--- config.mk ---
export PLATFORM = sky130hd
export DESIGN_NAME = gddr_ap_guard
export DESIGN_NICKNAME = d
export VERILOG_FILES = /design/src/rtl/apg_pkg.sv /design/src/rtl/apg_limits.sv /design/src/rtl/apg_bank_timer.sv /design/src/rtl/apg_pdx_tracker.sv /design/src/rtl/gddr_ap_guard.sv
export SDC_FILE = /design/constraint.sdc
export NUM_CORES = 1
export LEC_CHECK = 0
export ABC_AREA = 1
export BUFFER_PORTS_ARGS = -buffer_cell sky130_fd_sc_hd__buf_2
export CELL_PAD_IN_SITES_DETAIL_PLACEMENT = 0
export CELL_PAD_IN_SITES_GLOBAL_PLACEMENT = 1
export CORE_AREA = 5 5 123 125
export DETAILED_ROUTE_END_ITERATION = 10
export DIE_AREA = 0 0 128 130
export GPL_ROUTABILITY_DRIVEN = 0
export PLACE_DENSITY_LB_ADDON = 0.1
export SLEW_MARGIN = 20
export SYNTH_ARGS = -nofsm -noshare
export SYNTH_HDL_FRONTEND = slang
export SYNTH_SLANG_ARGS = --single-unit
--- constraint.sdc ---
create_clock -name clk -period 3.26 [get_ports clk]
set_input_delay 0.326 -clock clk [delete_from_list [all_inputs] [get_ports clk]]
set_output_delay 0.326 -clock clk [all_outputs]
set_load 0.1 [all_outputs]
--- src/rtl/apg_pkg.sv ---
package apg_pkg;

  typedef enum logic [2:0] {
    CMD_NOP  = 3'd0,
    CMD_DES  = 3'd1,
    CMD_ACT  = 3'd2,
    CMD_PRE  = 3'd3,
    CMD_RD   = 3'd4,
    CMD_RDA  = 3'd5,
    CMD_WR   = 3'd6,
    CMD_WRA  = 3'd7
  } cmd_e;

  typedef enum logic [1:0] {
    KIND_NONE  = 2'd0,
    KIND_SPACE = 2'd1,
    KIND_PDX   = 2'd2
  } kind_e;

  // class index of a follower command
  localparam int CLS_RD = 0;
  localparam int CLS_WR = 1;
  localparam int CLS_PA = 2;
  localparam int NCLS   = 3;

endpackage

--- src/rtl/apg_limits.sv ---
module apg_limits #(
  parameter int CFG_W = 5,
  parameter int CNT_W = CFG_W + 2
) (
  input  logic [CFG_W-1:0]                 cfg_cl,
  input  logic [CFG_W-1:0]                 cfg_wl,
  input  logic [CFG_W-1:0]                 cfg_twtr,
  output logic [apg_pkg::NCLS-1:0][CNT_W-1:0] rda_ld,
  output logic [apg_pkg::NCLS-1:0][CNT_W-1:0] wra_ld
);
  import apg_pkg::*;

  // a gap of N clocks becomes a countdown preset of N-1
  function automatic logic [CNT_W-1:0] preset(input logic [CNT_W-1:0] gap);
    return (gap == '0) ? '0 : gap - CNT_W'(1);
  endfunction

  logic [CNT_W-1:0] cl_x, wl_x, twtr_x;
  logic [CNT_W-1:0] wra_rd_gap, rda_wr_gap;

  always_comb begin
    cl_x   = CNT_W'(cfg_cl);
    wl_x   = CNT_W'(cfg_wl);
    twtr_x = CNT_W'(cfg_twtr);
    wra_rd_gap = wl_x + CNT_W'(2) + twtr_x;
    if (cl_x + CNT_W'(4) > wl_x) rda_wr_gap = cl_x + CNT_W'(4) - wl_x;
    else                        rda_wr_gap = '0;

    wra_ld[CLS_RD] = preset(wra_rd_gap);
    wra_ld[CLS_WR] = preset(CNT_W'(2));
    wra_ld[CLS_PA] = preset(CNT_W'(1));
    rda_ld[CLS_RD] = preset(CNT_W'(2));
    rda_ld[CLS_WR] = preset(rda_wr_gap);
    rda_ld[CLS_PA] = preset(CNT_W'(1));
  end

endmodule

--- src/rtl/apg_bank_timer.sv ---
module apg_bank_timer #(
  parameter int CNT_W = 7
) (
  input  logic                                 clk,
  input  logic                                 rst,
  input  logic                                 ld_rda,
  input  logic                                 ld_wra,
  input  logic [apg_pkg::NCLS-1:0][CNT_W-1:0]  rda_ld,
  input  logic [apg_pkg::NCLS-1:0][CNT_W-1:0]  wra_ld,
  output logic [apg_pkg::NCLS-1:0]             busy
);
  import apg_pkg::*;

  for (genvar c = 0; c < NCLS; c++) begin : g_cls
    logic [CNT_W-1:0] cnt;

    always_ff @(posedge clk) begin
      if (rst)          cnt <= '0;
      else if (ld_wra)  cnt <= wra_ld[c];
      else if (ld_rda)  cnt <= rda_ld[c];
      else if (cnt != '0) cnt <= cnt - CNT_W'(1);
    end

    assign busy[c] = (cnt != '0);
  end

endmodule

--- src/rtl/apg_pdx_tracker.sv ---
module apg_pdx_tracker #(
  parameter int CFG_W = 5
) (
  input  logic             clk,
  input  logic             rst,
  input  logic             cke_i,
  input  logic [CFG_W-1:0] cfg_txpn,
  output logic             block_o
);
  logic             cke_q;
  logic             exit_now;
  logic [CFG_W-1:0] cnt;

  assign exit_now = cke_i & ~cke_q;

  always_ff @(posedge clk) begin
    if (rst) begin
      cke_q <= 1'b1;
      cnt   <= '0;
    end else begin
      cke_q <= cke_i;
      if (exit_now)        cnt <= (cfg_txpn == '0) ? '0 : cfg_txpn - CFG_W'(1);
      else if (cnt != '0)  cnt <= cnt - CFG_W'(1);
    end
  end

  // blocked at the exit edge itself and while the countdown runs
  assign block_o = (exit_now && cfg_txpn != '0) || (cnt != '0);

endmodule

--- src/rtl/gddr_ap_guard.sv ---
module gddr_ap_guard #(
  parameter int BANKS  = 4,
  parameter int BANK_W = $clog2(BANKS),
  parameter int CFG_W  = 5,
  parameter int CNT_W  = CFG_W + 2
) (
  input  logic              clk,
  input  logic              rst,
  input  logic              cke_i,
  input  logic [2:0]        cmd_i,
  input  logic [BANK_W-1:0] bank_i,
  input  logic [CFG_W-1:0]  cfg_cl,
  input  logic [CFG_W-1:0]  cfg_wl,
  input  logic [CFG_W-1:0]  cfg_twtr,
  input  logic [CFG_W-1:0]  cfg_txpn,
  output logic              viol_o,
  output logic [1:0]        viol_kind_o,
  output logic [2:0]        viol_cmd_o
);
  import apg_pkg::*;

  cmd_e cmd;
  assign cmd = cmd_e'(cmd_i);

  logic [NCLS-1:0][CNT_W-1:0] rda_ld, wra_ld;
  logic [BANKS-1:0][NCLS-1:0] busy;
  logic                       pdx_block;

  apg_limits #(.CFG_W(CFG_W), .CNT_W(CNT_W)) u_lim (
    .cfg_cl  (cfg_cl),
    .cfg_wl  (cfg_wl),
    .cfg_twtr(cfg_twtr),
    .rda_ld  (rda_ld),
    .wra_ld  (wra_ld)
  );

  for (genvar g = 0; g < BANKS; g++) begin : g_bank
    logic hit;
    assign hit = cke_i && (bank_i == BANK_W'(g));
    apg_bank_timer #(.CNT_W(CNT_W)) u_tmr (
      .clk   (clk),
      .rst   (rst),
      .ld_rda(hit && cmd == CMD_RDA),
      .ld_wra(hit && cmd == CMD_WRA),
      .rda_ld(rda_ld),
      .wra_ld(wra_ld),
      .busy  (busy[g])
    );
  end

  apg_pdx_tracker #(.CFG_W(CFG_W)) u_pdx (
    .clk     (clk),
    .rst     (rst),
    .cke_i   (cke_i),
    .cfg_txpn(cfg_txpn),
    .block_o (pdx_block)
  );

  // windows held open by banks other than the addressed one
  logic [NCLS-1:0] other_busy;
  always_comb begin
    other_busy = '0;
    for (int g = 0; g < BANKS; g++) begin
      if (bank_i != BANK_W'(g)) other_busy |= busy[g];
    end
  end

  logic space_hit, pdx_hit, real_cmd;
  always_comb begin
    real_cmd = !(cmd == CMD_NOP || cmd == CMD_DES);
    unique case (cmd)
      CMD_RD,  CMD_RDA: space_hit = other_busy[CLS_RD];
      CMD_WR,  CMD_WRA: space_hit = other_busy[CLS_WR];
      CMD_ACT, CMD_PRE: space_hit = other_busy[CLS_PA];
      default:          space_hit = 1'b0;
    endcase
    space_hit = space_hit && cke_i;
    pdx_hit   = cke_i && real_cmd && pdx_block;
  end

  always_ff @(posedge clk) begin
    if (rst) begin
      viol_o      <= 1'b0;
      viol_kind_o <= KIND_NONE;
      viol_cmd_o  <= CMD_NOP;
    end else if (pdx_hit) begin
      viol_o      <= 1'b1;
      viol_kind_o <= KIND_PDX;
      viol_cmd_o  <= cmd_i;
    end else if (space_hit) begin
      viol_o      <= 1'b1;
      viol_kind_o <= KIND_SPACE;
      viol_cmd_o  <= cmd_i;
    end else begin
      viol_o      <= 1'b0;
      viol_kind_o <= KIND_NONE;
      viol_cmd_o  <= CMD_NOP;
    end
  end

endmodule

==> impl_metrics.xml, run 1 <==
<?xml version="1.0" encoding="UTF-8"?>
<metrics>
  <group name="outcome">
    <metric name="run_status" unit="">complete, no violations</metric>
  </group>
  <group name="worst_setup_path">
    <metric name="worst-r2r-setup-slack" unit="ns">1.09</metric>
    <metric name="worst_ep_arrival_time" unit="ns">2.62</metric>
    <metric name="worst_path_largest_cell_delay" unit="ns">0.33</metric>
    <metric name="rr_worst_depth" unit="">11</metric>
    <metric name="worstSetupEndpointType" unit="">flip-flop</metric>
    <metric name="path_max_fanout" unit="">10</metric>
    <metric name="worst_path_dominant_cell_family" unit="">simple AND/OR/NAND/NOR gates</metric>
    <metric name="cp_data_required_time" unit="ns">3.49</metric>
    <metric name="startpoint_type" unit="">input port</metric>
    <metric name="cpMaxStageDelayCell" unit="">sky130_fd_sc_hd__ha_1</metric>
    <metric name="critical_path.cell_chain" unit="">buf_2, ha_1, xor2_1, ha_1, nand2_1, nand2_1, nor2_1, a21oi_4, nand2_2, ha_1, nand2_2, nor2_4, nand2_8, nand2_2, nand2_1, a21oi_1, nor2_1</metric>
    <metric name="worstSetupStartpoint" unit="">cfg_cl[2]</metric>
    <metric name="critPathBufInv" unit="">1</metric>
    <metric name="r2r_start" unit="">g_bank[3].u_tmr.g_cls[0].cnt[0]$_SDFFE_PP0P_</metric>
    <metric name="regToRegEndpoint" unit="">viol_cmd_o[2]$_SDFF_PP0_</metric>
    <metric name="timing_worst_setup_path_type" unit="">in -&gt; reg</metric>
  </group>
  <group name="sta">
    <metric name="finalMaxSlewViolations" unit="">0</metric>
    <metric name="shortest_clock_period_the_worst_path_allows_after_layout" unit="ns">2.385</metric>
    <metric name="post-route-period-util" unit="%">73.16</metric>
    <metric name="clock_skew" unit="ns">0.005388</metric>
    <metric name="slew_at_the_pin_closest_to_its_max_slew_limit" unit="ns">0.5459</metric>
    <metric name="slew_headroom" unit="%">63.35</metric>
    <metric name="rsz0062_at_grt" unit="">no</metric>
    <metric name="clock.fmax" unit="MHz">419.3</metric>
    <metric name="hold_viol_final" unit="">0</metric>
    <metric name="fin_tns_setup" unit="ns">0</metric>
    <metric name="setup-violations-final" unit="">0</metric>
  </group>
  <group name="logic_synthesis">
    <metric name="ys_ff_latch" unit="">96</metric>
    <metric name="syn_nets" unit="">942</metric>
    <metric name="synthDistinctLibCells" unit="">47</metric>
    <metric name="synth.avg_cell_area" unit="µm²">7.034</metric>
    <metric name="yosys-top-cells-area" unit="">sky130_fd_sc_hd__dfxtp_1 31%, sky130_fd_sc_hd__nand2_1 8.6%, sky130_fd_sc_hd__ha_1 7.9%</metric>
    <metric name="leading_post_synthesis_cells_by_instance_count" unit="">141 x sky130_fd_sc_hd__nand2_1, 116 x sky130_fd_sc_hd__nor2_1, 105 x sky130_fd_sc_hd__inv_1</metric>
    <metric name="yosysTopAreaCell" unit="">sky130_fd_sc_hd__dfxtp_1</metric>
    <metric name="synth-seq-area-share" unit="%">31.30</metric>
    <metric name="synthMostInstantiatedCell" unit="">sky130_fd_sc_hd__nand2_1</metric>
    <metric name="synth-edff-count" unit="">0</metric>
    <metric name="synthesis.instances" unit="">873</metric>
    <metric name="synth_top_area_share" unit="%">31.30</metric>
    <metric name="yosysWarnings" unit="">0</metric>
    <metric name="dominantRegCellSynth" unit="">sky130_fd_sc_hd__dfxtp_1</metric>
    <metric name="async_flop_share" unit="%">0</metric>
    <metric name="netlist_area" unit="µm²">6141</metric>
  </group>
  <group name="drt">
    <metric name="wire_per_inst" unit="µm">13.39</metric>
    <metric name="dr.pass1.iters" unit="">5</metric>
    <metric name="routed-via-count" unit="">5567</metric>
    <metric name="routed_wl" unit="mm">14.67</metric>
    <metric name="route.detailed.drc" unit="">0</metric>
    <metric name="initialDrtViolationCount" unit="">223</metric>
    <metric name="route.antenna.remaining_nets" unit="">0</metric>
    <metric name="route.detailed.vias_per_inst" unit="">5.084</metric>
  </group>
  <group name="floorplan">
    <metric name="die_h" unit="µm">130</metric>
    <metric name="core_region_area" unit="µm²">13770</metric>
    <metric name="die_width" unit="µm">128</metric>
    <metric name="boundaryPins" unit="">34</metric>
    <metric name="core.rowCount" unit="">43</metric>
    <metric name="design.die.area" unit="µm²">16640</metric>
    <metric name="initial_core_utilization" unit="%">44.59</metric>
  </group>
  <group name="global_routing">
    <metric name="grt_util_all_layers" unit="%">18.53</metric>
    <metric name="grt_pass1_vias" unit="">5516</metric>
    <metric name="first_pass_grt_wire_length" unit="mm">25.14</metric>
    <metric name="grt_start_max_net_pins" unit="">24</metric>
    <metric name="antenna_found_initial" unit="">0</metric>
    <metric name="global_route.overflow_total" unit="">0</metric>
  </group>
  <group name="final_layout">
    <metric name="instances_no_fill" unit="">1095</metric>
    <metric name="final_cell_area" unit="µm²">6815</metric>
    <metric name="post_route_cells_drive_above_1_share" unit="%">11.80</metric>
    <metric name="postLayoutCoreUtil" unit="%">49.48</metric>
    <metric name="nets_finish" unit="">979</metric>
    <metric name="antenna_cells" unit="">0</metric>
    <metric name="syn_to_final_growth" unit="%">10.98</metric>
  </group>
  <group name="power_and_ir_drop">
    <metric name="power.static_leakage" unit="nW">3.206</metric>
    <metric name="ir_worst_vdd" unit="µV">394.9</metric>
    <metric name="power.density" unit="nW/µm²">917.8</metric>
    <metric name="total_power" unit="mW">6.255</metric>
  </group>
  <group name="place">
    <metric name="placedInstanceArea" unit="µm²">6495</metric>
    <metric name="detailed_place_hpwl" unit="mm">11.50</metric>
    <metric name="numPortBuffers" unit="">33</metric>
    <metric name="place.detailed.instances" unit="">1079</metric>
  </group>
  <group name="cts">
    <metric name="cts_setup_buffers" unit="">0</metric>
    <metric name="cts-htree-levels" unit="">3</metric>
    <metric name="worstSkewPairLatency" unit="ns">0.35</metric>
    <metric name="tritoncts" unit="">built</metric>
    <metric name="cts-resized-gates" unit="">0</metric>
    <metric name="cts_buffers" unit="">9</metric>
    <metric name="hold_buffers" unit="">0</metric>
    <metric name="clkSinkCount" unit="">96</metric>
    <metric name="cts.path.max_buffers" unit="">2</metric>
    <metric name="clockRootBuffer" unit="">sky130_fd_sc_hd__clkbuf_16</metric>
    <metric name="worst_setup_hold_path_clk_slew" unit="ns">0.07</metric>
  </group>
  <group name="worst_hold_path">
    <metric name="timing.hold.worst_endpoint" unit="">u_pdx.cke_q$_SDFF_PP1_</metric>
    <metric name="timing.hold.worst_path_depth" unit="">3</metric>
    <metric name="worstHoldPathType" unit="">in -&gt; reg</metric>
    <metric name="hp-start" unit="">cke_i</metric>
  </group>
  <group name="run">
    <metric name="max_cap_violations" unit="">0</metric>
  </group>
</metrics>
-- through the flow --
| stage | worst slack (ns) | hold WS (ns) |
|---|---|---|
| CTS | 0.8639 | 0.1782 |
| floorplan | 0.8384 | 0.4217 |
| finish | 0.8751 | 0.1857 |
| global placement | 0.5530 | 0.4356 |
| detailed placement | 0.4927 | 0.4425 |
| global route | 0.6696 | 0.1799 |
-- per-layer routing --
layer	track usage, %	vias to the layer above	wire, µm	part of all wire (%)
met4	7.491	0	327	2.2
met1	22.68	2543	6669	45
met3	2.702	26	531	3.6
li1	-	2910	-	-
met5	0	-	0	0
met2	32.75	88	7138	49
-- placed cells by master, fill, tap and decap left out, types with 2 or more instances in the layout --
cell type,instances
sky130_fd_sc_hd__a211oi_1,3
sky130_fd_sc_hd__a21boi_1,2
sky130_fd_sc_hd__a21oi_1,80
sky130_fd_sc_hd__a31oi_1,4
sky130_fd_sc_hd__buf_2,33
sky130_fd_sc_hd__bufinv_16,2
sky130_fd_sc_hd__clkbuf_16,9
sky130_fd_sc_hd__dfxtp_1,96
sky130_fd_sc_hd__fa_1,2
sky130_fd_sc_hd__ha_1,39
sky130_fd_sc_hd__inv_1,105
sky130_fd_sc_hd__inv_2,16
sky130_fd_sc_hd__inv_6,2
sky130_fd_sc_hd__nand2_1,141
sky130_fd_sc_hd__nand2_2,7
sky130_fd_sc_hd__nand3_1,58
sky130_fd_sc_hd__nand3_2,2
sky130_fd_sc_hd__nand4_1,6
sky130_fd_sc_hd__nor2_1,116
sky130_fd_sc_hd__nor2_2,8
sky130_fd_sc_hd__nor2_4,6
sky130_fd_sc_hd__nor3_1,20
sky130_fd_sc_hd__nor3_2,3
sky130_fd_sc_hd__o211ai_1,3
sky130_fd_sc_hd__o21a_1,4
sky130_fd_sc_hd__o21ai_0,42
sky130_fd_sc_hd__o21ai_1,4
sky130_fd_sc_hd__o22ai_1,4
sky130_fd_sc_hd__o31ai_1,5
sky130_fd_sc_hd__or2_2,10
sky130_fd_sc_hd__xnor2_1,31
sky130_fd_sc_hd__xor2_1,33
-- where the power goes --
part	internal (mW)	leakage [nW]	total (mW)	switching [mW]
clock network	0.678	0.157	1.15	0.474
registers	1.59	0.791	1.87	0.283
logic	1.30	2.26	3.23	1.93
total	3.56	3.21	6.26	2.69
-- worst max-delay path by stage --
stage	end	slack, ns	cells past startpoint
after floorplan	g_bank[2].u_tmr.g_cls[1].cnt[0]$_SDFFE_PP0P_	0.84	16
after global placement	g_bank[1].u_tmr.g_cls[1].cnt[0]$_SDFFE_PP0P_	0.55	17
after detailed placement	g_bank[1].u_tmr.g_cls[1].cnt[0]$_SDFFE_PP0P_	0.49	17
after CTS	g_bank[1].u_tmr.g_cls[1].cnt[0]$_SDFFE_PP0P_	0.86	17
after global routing	g_bank[0].u_tmr.g_cls[1].cnt[0]$_SDFFE_PP0P_	0.67	17
final	g_bank[1].u_tmr.g_cls[1].cnt[0]$_SDFFE_PP0P_	0.88	17
-- state kept, by name (all words and copies together), names as in the netlist --
| signal | cells |
|---|---|
| viol_cmd_o | 3 |
| u_pdx.cnt | 5 |
| u_pdx.cke_q | 1 |
| viol_kind_o | 2 |
| viol_o | 1 |
| g_bank.u_tmr.g_cls.cnt | 84 |
-- worst register-to-register path: cells and delay by family (launching register included) --
kind | cells | cell delay (ns)
AND/OR/NAND/NOR | 6 | 1.16
flip-flops | 1 | 0.31
buffers and inverters | 1 | 0.10
adder cells (fa/ha/maj) | 1 | 0.20
AO/OA/AOI/OAI | 3 | 0.27
-- final cells by class --
cell class	instances	area, µm²
inverters	122	457.9
fillers	1379	6958
flip-flops and latches	96	1922
well taps	180	225.2
multi-input cells	647	3717
repair buffers	34	172.7
clock inverters	6	91.34
clock buffers	10	229.0
-- kinds of logic (layout without fill, tap and decap cells) --
group,count (synthesis),count (layout),share of synthesized area (%)
adders and majority gates,41,41,8.598
DFF,96,96,31.30
buffers and inverters,130,172,8.170
and+or+nand+nor,383,383,28.28
xor gates and xnor gates,65,65,9.393
AOI/OAI and AO/OA,158,158,14.26
Power figures use the tool's default switching activity.
==> run 2, diff against run 1 <==
- CORE_AREA: 5 5 123 125 -> 5 5 129 131
- DIE_AREA: 0 0 128 130 -> 0 0 134 136
- clock period: 3.26 -> 2.11 ns (I/O delays scaled with it)
==> impl_metrics.xml, run 2 (synthesis gave the netlist of run 1 again) <==
<?xml version="1.0" encoding="UTF-8"?>
<metrics>
  <group name="outcome">
    <metric name="run_status" unit="">complete, no violations</metric>
  </group>
  <group name="power_and_ir_drop">
    <metric name="ir_worst_vdd" unit="µV">472.6</metric>
    <metric name="power.static_leakage" unit="nW">3.496</metric>
    <metric name="comb_power_share" unit="%">54.2</metric>
    <metric name="power_switching_share" unit="%">42.77</metric>
    <metric name="clock_power_share" unit="%">16.7</metric>
    <metric name="total_power" unit="mW">9.917</metric>
    <metric name="cellInternalPower" unit="mW">5.675</metric>
    <metric name="p_seq_share" unit="%">29.1</metric>
    <metric name="power.density" unit="nW/µm²">1338</metric>
    <metric name="power.switching" unit="mW">4.242</metric>
  </group>
  <group name="drt">
    <metric name="wire_per_inst" unit="µm">13.07</metric>
    <metric name="route.detailed.drc" unit="">0</metric>
    <metric name="initialDrtViolationCount" unit="">236</metric>
    <metric name="routed-via-count" unit="">5744</metric>
    <metric name="dr.pass1.iters" unit="">5</metric>
    <metric name="route.antenna.remaining_nets" unit="">0</metric>
    <metric name="route.detailed.vias_per_inst" unit="">4.960</metric>
    <metric name="routed_wl" unit="mm">15.14</metric>
  </group>
  <group name="sta">
    <metric name="clock_skew" unit="ns">0.009681</metric>
    <metric name="clock.fmax" unit="MHz">497.4</metric>
    <metric name="slew_at_the_pin_closest_to_its_max_slew_limit" unit="ns">0.5600</metric>
    <metric name="slew_headroom" unit="%">62.62</metric>
    <metric name="finalMaxSlewViolations" unit="">0</metric>
    <metric name="fin_tns_setup" unit="ns">0</metric>
    <metric name="post-route-period-util" unit="%">95.29</metric>
    <metric name="hold_viol_final" unit="">0</metric>
    <metric name="setup-violations-final" unit="">0</metric>
    <metric name="shortest_clock_period_the_worst_path_allows_after_layout" unit="ns">2.011</metric>
  </group>
  <group name="final_layout">
    <metric name="largest_register_ffs" unit="">84</metric>
    <metric name="layout_commonest_cell" unit="">sky130_fd_sc_hd__nand2_1</metric>
    <metric name="syn_to_final_growth" unit="%">20.72</metric>
    <metric name="leading_cell_types_in_the_layout_fill_and_taps_excluded" unit="">130 x sky130_fd_sc_hd__nand2_1, 114 x sky130_fd_sc_hd__nor2_1, 105 x sky130_fd_sc_hd__inv_1</metric>
    <metric name="nets_finish" unit="">1030</metric>
    <metric name="final_cell_area" unit="µm²">7413</metric>
    <metric name="antenna_cells" unit="">0</metric>
    <metric name="max_flop_register" unit="">g_bank.u_tmr.g_cls.cnt</metric>
    <metric name="post_route_cells_drive_above_1_share" unit="%">19.46</metric>
    <metric name="largest_registers" unit="">g_bank.u_tmr.g_cls.cnt: 84 flops, u_pdx.cnt: 5 flops, viol_cmd_o: 3 flops</metric>
  </group>
  <group name="global_routing">
    <metric name="grt_start_max_net_pins" unit="">19</metric>
    <metric name="grt_util_all_layers" unit="%">17.04</metric>
    <metric name="first_pass_grt_wire_length" unit="mm">25.50</metric>
    <metric name="antenna_found_initial" unit="">0</metric>
    <metric name="global_route.overflow_total" unit="">0</metric>
    <metric name="grt_pass1_vias" unit="">5618</metric>
  </group>
  <group name="place">
    <metric name="placedInstanceArea" unit="µm²">6937</metric>
    <metric name="numPortBuffers" unit="">33</metric>
    <metric name="detailed_place_hpwl" unit="mm">11.95</metric>
  </group>
  <group name="worst_setup_path">
    <metric name="path_max_fanout" unit="">5</metric>
    <metric name="timing_worst_setup_path_type" unit="">in -&gt; reg</metric>
    <metric name="cp_data_required_time" unit="ns">2.33</metric>
    <metric name="startpoint_type" unit="">input port</metric>
    <metric name="worstSetupEndpointType" unit="">flip-flop</metric>
    <metric name="worst_ep_arrival_time" unit="ns">2.23</metric>
  </group>
  <group name="cts">
    <metric name="cts_buffers" unit="">9</metric>
    <metric name="cts-htree-levels" unit="">3</metric>
    <metric name="worst_setup_hold_path_clk_slew" unit="ns">0.06</metric>
    <metric name="clkSinkCount" unit="">96</metric>
    <metric name="clockRootBuffer" unit="">sky130_fd_sc_hd__clkbuf_16</metric>
    <metric name="tritoncts" unit="">built</metric>
    <metric name="cts.path.max_buffers" unit="">2</metric>
    <metric name="worstSkewPairLatency" unit="ns">0.35</metric>
  </group>
  <group name="floorplan">
    <metric name="boundaryPins" unit="">34</metric>
    <metric name="core_region_area" unit="µm²">15480</metric>
    <metric name="core.rowCount" unit="">46</metric>
    <metric name="design.die.area" unit="µm²">18220</metric>
    <metric name="die_width" unit="µm">134</metric>
    <metric name="initial_core_utilization" unit="%">39.66</metric>
    <metric name="die_h" unit="µm">136</metric>
  </group>
  <group name="worst_hold_path">
    <metric name="worstHoldPathType" unit="">in -&gt; reg</metric>
  </group>
  <group name="run">
    <metric name="max_cap_violations" unit="">0</metric>
  </group>
</metrics>
[run 2: changes by cell type in the layout (fill, tap and decap cells not counted), sizes merged]
cell    previous run  this run
clkbuf            10        13
inv              123       121
buf               34        84
bufinv             2         1
nand2            149       150
[run 2: metal layers]
metal / wire [µm] / global-route usage [%] / part of all wire [%] / vias up
li1: - / - / - / 3006
met1: 6973 / 21.08 / 46 / 2622
met2: 7322 / 30.12 / 48 / 96
met3: 536 / 2.813 / 3.5 / 20
met4: 306 / 5.714 / 2.0 / 0
met5: 0 / 0 / 0 / -
[run 2: power by group through the flow]
| stage | logic, mW | clock network [mW] | registers, mW |
|---|---|---|---|
| floorplan | 3.96 | 0 | 2.95 |
| global placement | 5.15 | 0 | 2.91 |
| detailed placement | 5.22 | 0 | 2.92 |
| CTS | 5.27 | 1.72 | 2.88 |
| global route | 6.10 | 1.78 | 2.97 |
| finish | 5.38 | 1.65 | 2.89 |
[run 2: path summary, 6_finish.rpt]
| path | from | end | slack, ns | depth (start not counted) |
|---|---|---|---|---|
| setup reg to reg | g_bank[3].u_tmr.g_cls[0].cnt[0]$_SDFFE_PP0P_ | viol_cmd_o[2]$_SDFF_PP0_ | 0.16 | 11 |
| hold reg to reg | g_bank[1].u_tmr.g_cls[2].cnt[0]$_SDFFE_PP0P_ | g_bank[1].u_tmr.g_cls[2].cnt[0]$_SDFFE_PP0P_ | 0.46 | 1 |
| setup / recovery | cfg_cl[2] | g_bank[1].u_tmr.g_cls[1].cnt[0]$_SDFFE_PP0P_ | 0.1 | 17 |
| hold / removal | cke_i | u_pdx.cke_q$_SDFF_PP1_ | 0.09 | 3 |
[run 2: critical path, cell delays in order]
cell and delay [ns]:
sky130_fd_sc_hd__buf_2 0.12, sky130_fd_sc_hd__buf_4 0.13, sky130_fd_sc_hd__inv_1 0.05, sky130_fd_sc_hd__ha_2 0.30, sky130_fd_sc_hd__a21oi_2 0.20, sky130_fd_sc_hd__nand2_1 0.13
sky130_fd_sc_hd__nand2_4 0.10, sky130_fd_sc_hd__a21oi_4 0.07, sky130_fd_sc_hd__nand2_2 0.09, sky130_fd_sc_hd__ha_4 0.15, sky130_fd_sc_hd__nand2_4 0.06, sky130_fd_sc_hd__nor2_4 0.19
sky130_fd_sc_hd__nand2_8 0.11, sky130_fd_sc_hd__nand2_4 0.09, sky130_fd_sc_hd__nand2_2 0.05, sky130_fd_sc_hd__a21oi_2 0.12, sky130_fd_sc_hd__nor2_1 0.05
[run 2: area by class of cell]
type / count / area (µm²)
Fill cell: 1567 / 8069
Multi-Input combinational cell: 648 / 3931
Sequential cell: 96 / 1922
Timing Repair Buffer: 84 / 560.5
Inverter: 122 / 459.2
Clock buffer: 13 / 260.3
Tap cell: 192 / 240.2
Clock inverter: 3 / 40.04
[run 2: timing repair]
item,4_1_cts,5_1_grt
gates resized for setup,0,30
endpoints found under the setup margin,0,49
hold buffers,0,0
setup buffers,0,3
endpoints found under the hold margin,0,0
[run 2: metrics by stage]
step | worst slack, ns | std cells | hold WS [ns] | utilization [%]
floorplan | -0.1206 | 873 | 0.3153 | -
global placement | -0.2752 | 1138 | 0.4287 | 44.80
detailed placement | -0.3365 | 1138 | 0.4318 | 44.80
CTS | 0.02383 | 1154 | 0.07814 | 46.74
global route | -0.02745 | 1158 | 0.09868 | 47.88
finish | 0.09936 | 1158 | 0.08705 | 47.88
==> run 3, diff against run 2 <==
- ABC_AREA: 1 -> unset
- CORE_AREA: 5 5 129 131 -> 5 5 125 127
- DIE_AREA: 0 0 134 136 -> 0 0 130 132
==> impl_metrics.xml, run 3 <==
<?xml version="1.0" encoding="UTF-8"?>
<metrics>
  <group name="outcome">
    <metric name="run_status" unit="">finished with violations</metric>
    <metric name="failed_checks" unit="">negative setup slack</metric>
  </group>
  <group name="logic_synthesis">
    <metric name="leading_post_synthesis_cells_by_instance_count" unit="">96 x sky130_fd_sc_hd__dfxtp_1, 92 x sky130_fd_sc_hd__nor2_1, 65 x sky130_fd_sc_hd__nand2_1</metric>
    <metric name="synth-edff-count" unit="">0</metric>
    <metric name="yosys-top-cells-area" unit="">sky130_fd_sc_hd__dfxtp_1 33%, sky130_fd_sc_hd__ha_1 8.3%, sky130_fd_sc_hd__xnor2_1 7.2%</metric>
    <metric name="syn_nets" unit="">805</metric>
    <metric name="synthesis.instances" unit="">736</metric>
    <metric name="yosysTopAreaCell" unit="">sky130_fd_sc_hd__dfxtp_1</metric>
    <metric name="netlist_area" unit="µm²">5879</metric>
    <metric name="synthDistinctLibCells" unit="">58</metric>
    <metric name="async_flop_share" unit="%">0</metric>
    <metric name="yosysWarnings" unit="">0</metric>
    <metric name="synth_top_area_share" unit="%">32.69</metric>
    <metric name="synth-seq-area-share" unit="%">32.69</metric>
    <metric name="synthMostInstantiatedCell" unit="">sky130_fd_sc_hd__dfxtp_1</metric>
    <metric name="synth.avg_cell_area" unit="µm²">7.988</metric>
    <metric name="dominantRegCellSynth" unit="">sky130_fd_sc_hd__dfxtp_1</metric>
    <metric name="ys_ff_latch" unit="">96</metric>
  </group>
  <group name="sta">
    <metric name="slew_headroom" unit="%">64.04</metric>
    <metric name="clock.fmax" unit="MHz">473.4</metric>
    <metric name="shortest_clock_period_the_worst_path_allows_after_layout" unit="ns">2.112</metric>
    <metric name="rsz0062_at_grt" unit="">yes</metric>
    <metric name="finalWorstSetupSlack" unit="ns">-0.002310</metric>
    <metric name="clock_skew" unit="ns">0.007311</metric>
    <metric name="post-route-period-util" unit="%">100.1</metric>
    <metric name="finalMaxSlewViolations" unit="">0</metric>
    <metric name="hold_viol_final" unit="">0</metric>
    <metric name="slew_at_the_pin_closest_to_its_max_slew_limit" unit="ns">0.5395</metric>
    <metric name="setup-violations-final" unit="">2</metric>
  </group>
  <group name="floorplan">
    <metric name="boundaryPins" unit="">34</metric>
    <metric name="die_width" unit="µm">130</metric>
    <metric name="core_region_area" unit="µm²">14310</metric>
    <metric name="core.rowCount" unit="">44</metric>
    <metric name="design.die.area" unit="µm²">17160</metric>
    <metric name="initial_core_utilization" unit="%">41.08</metric>
    <metric name="die_h" unit="µm">132</metric>
  </group>
  <group name="final_layout">
    <metric name="post_route_cells_drive_above_1_share" unit="%">26.90</metric>
    <metric name="postLayoutCoreUtil" unit="%">54.34</metric>
    <metric name="antenna_cells" unit="">0</metric>
    <metric name="syn_to_final_growth" unit="%">32.28</metric>
    <metric name="layout_commonest_cell" unit="">sky130_fd_sc_hd__dfxtp_1</metric>
    <metric name="nets_finish" unit="">920</metric>
    <metric name="leading_cell_types_in_the_layout_fill_and_taps_excluded" unit="">95 x sky130_fd_sc_hd__dfxtp_1, 90 x sky130_fd_sc_hd__nor2_1, 90 x sky130_fd_sc_hd__buf_4</metric>
    <metric name="largest_register_ffs" unit="">84</metric>
    <metric name="max_flop_register" unit="">g_bank.u_tmr.g_cls.cnt</metric>
    <metric name="largest_registers" unit="">g_bank.u_tmr.g_cls.cnt: 84 flops, u_pdx.cnt: 5 flops, viol_cmd_o: 3 flops</metric>
  </group>
  <group name="cts">
    <metric name="worst_setup_hold_path_clk_slew" unit="ns">0.07</metric>
    <metric name="clkSinkCount" unit="">96</metric>
    <metric name="worstSkewPairLatency" unit="ns">0.35</metric>
    <metric name="clockRootBuffer" unit="">sky130_fd_sc_hd__clkbuf_16</metric>
    <metric name="cts_buffers" unit="">9</metric>
    <metric name="cts-htree-levels" unit="">3</metric>
    <metric name="tritoncts" unit="">built</metric>
    <metric name="cts.path.max_buffers" unit="">2</metric>
  </group>
  <group name="power_and_ir_drop">
    <metric name="power.density" unit="nW/µm²">1410</metric>
    <metric name="total_power" unit="mW">10.97</metric>
    <metric name="power.static_leakage" unit="nW">3.214</metric>
    <metric name="ir_worst_vdd" unit="µV">575.2</metric>
  </group>
  <group name="drt">
    <metric name="route.antenna.remaining_nets" unit="">0</metric>
    <metric name="wire_per_inst" unit="µm">15.47</metric>
    <metric name="routed_wl" unit="mm">16.07</metric>
    <metric name="route.detailed.vias_per_inst" unit="">5.355</metric>
    <metric name="routed-via-count" unit="">5564</metric>
    <metric name="initialDrtViolationCount" unit="">285</metric>
    <metric name="route.detailed.drc" unit="">0</metric>
    <metric name="dr.pass1.iters" unit="">4</metric>
  </group>
  <group name="worst_setup_path">
    <metric name="worst_ep_arrival_time" unit="ns">2.33</metric>
    <metric name="cp_data_required_time" unit="ns">2.33</metric>
    <metric name="critPathBufInv" unit="">3</metric>
    <metric name="worst_path_largest_cell_delay" unit="ns">0.33</metric>
    <metric name="worst_path_dominant_cell_family" unit="">simple AND/OR/NAND/NOR gates</metric>
    <metric name="startpoint_type" unit="">input port</metric>
    <metric name="timing_worst_setup_path_type" unit="">in -&gt; reg</metric>
    <metric name="path_max_fanout" unit="">4</metric>
    <metric name="critical_path.most_common_cell" unit="">sky130_fd_sc_hd__ha_4</metric>
    <metric name="worstSetupEndpointType" unit="">flip-flop</metric>
    <metric name="cpMaxStageDelayCell" unit="">sky130_fd_sc_hd__nor4_4</metric>
    <metric name="critical_path.cell_chain" unit="">buf_8, ha_4, xor2_4, ha_4, nand2_2, nor4_4, a221oi_4, a211oi_4, nand4_1, buf_4, o21ai_4, buf_6, o22ai_1</metric>
  </group>
  <group name="run">
    <metric name="max_cap_violations" unit="">0</metric>
  </group>
  <group name="place">
    <metric name="detailed_place_hpwl" unit="mm">12.21</metric>
    <metric name="numPortBuffers" unit="">33</metric>
  </group>
  <group name="global_routing">
    <metric name="first_pass_grt_wire_length" unit="mm">26.47</metric>
    <metric name="grt_start_max_net_pins" unit="">27</metric>
    <metric name="grt_pass1_vias" unit="">5463</metric>
    <metric name="global_route.overflow_total" unit="">0</metric>
    <metric name="antenna_found_initial" unit="">0</metric>
    <metric name="grt_util_all_layers" unit="%">18.86</metric>
  </group>
  <group name="worst_hold_path">
    <metric name="worstHoldPathType" unit="">in -&gt; reg</metric>
  </group>
</metrics>
[run 3: routing by layer]
metal,share of wire [%],vias to the layer above,track usage [%],wire (µm)
met4,1.6,0,5.370,252
met1,46,2643,25.48,7435
li1,-,2814,-,-
met3,3.9,20,3.120,629
met5,0,-,0,0
met2,48,87,30.89,7752
[run 3: worst paths after layout]
check / slack, ns / depth (start not counted) / end / from
worst min-delay path: 0.13 / 3 / u_pdx.cnt[4]$_SDFFE_PP0P_ / cfg_txpn[4]
worst max-delay path: -0.002 / 13 / g_bank[1].u_tmr.g_cls[1].cnt[5]$_SDFFE_PP0P_ / cfg_cl[2]
worst min register to register: 0.45 / 1 / g_bank[3].u_tmr.g_cls[2].cnt[6]$_SDFFE_PP0P_ / g_bank[3].u_tmr.g_cls[2].cnt[6]$_SDFFE_PP0P_
worst max register to register: 0.01 / 9 / viol_cmd_o[1]$_SDFF_PP0_ / g_bank[3].u_tmr.g_cls[2].cnt[0]$_SDFFE_PP0P_
[run 3: stage by stage]
stage	worst slack (ns)	area (µm²)	cells	hold slack, ns	setup TNS [ns]
floorplan	-0.07033	6031	736	0.3176	-0.4511
global placement	-0.4066	6970	1017	0.4276	-14.34
detailed placement	-0.4367	6970	1017	0.4355	-16.69
CTS	0.002884	7348	1032	0.1159	0
global route	-0.1448	7777	1039	0.1397	-1.772
finish	-0.002310	7777	1039	0.1305	-0.003689
[run 3: what timing repair did]
action                     CTS  global route
resized for setup           17            80
setup endpoints to repair   17            52
hold buffers                 0             0
buffers inserted             0             8
pin swaps                    2            35
[run 3: worst reg2reg max path, cell delays in order, from the launching register on]
cell	delay, ns
sky130_fd_sc_hd__dfxtp_2	0.32
sky130_fd_sc_hd__inv_2	0.07
sky130_fd_sc_hd__ha_4	0.13
sky130_fd_sc_hd__or3b_4	0.37
sky130_fd_sc_hd__or4_4	0.45
sky130_fd_sc_hd__mux2i_1	0.15
sky130_fd_sc_hd__a32o_1	0.18
sky130_fd_sc_hd__nor2_1	0.06
sky130_fd_sc_hd__a21oi_4	0.18
sky130_fd_sc_hd__a21oi_1	0.09
[run 3: where the power goes]
part | internal, mW | switching [mW]
registers | 2.54 | 0.577
clock network | 0.981 | 0.689
logic | 2.95 | 3.23
[run 3: cell families (layout without fill, tap and decap cells)]
kind of cell,Yosys count,count (layout),synth area share [%]
simple gates,304,304,25.18
flops,96,96,32.69
compound gates,148,148,16.71
buf+inv,66,185,4.320
mux,3,3,0.5108
xor+xnor,78,78,11.62
fa+ha+maj,41,41,8.981
[run 3: layout make-up]
class	count	area [µm²]
Clock inverter	4	52.55
Sequential cell	96	1923
Timing Repair Buffer	127	930.9
Multi-Input combinational cell	574	4227
Fill cell	1328	6536
Tap cell	184	230.2
Inverter	43	161.4
Clock buffer	11	252.7
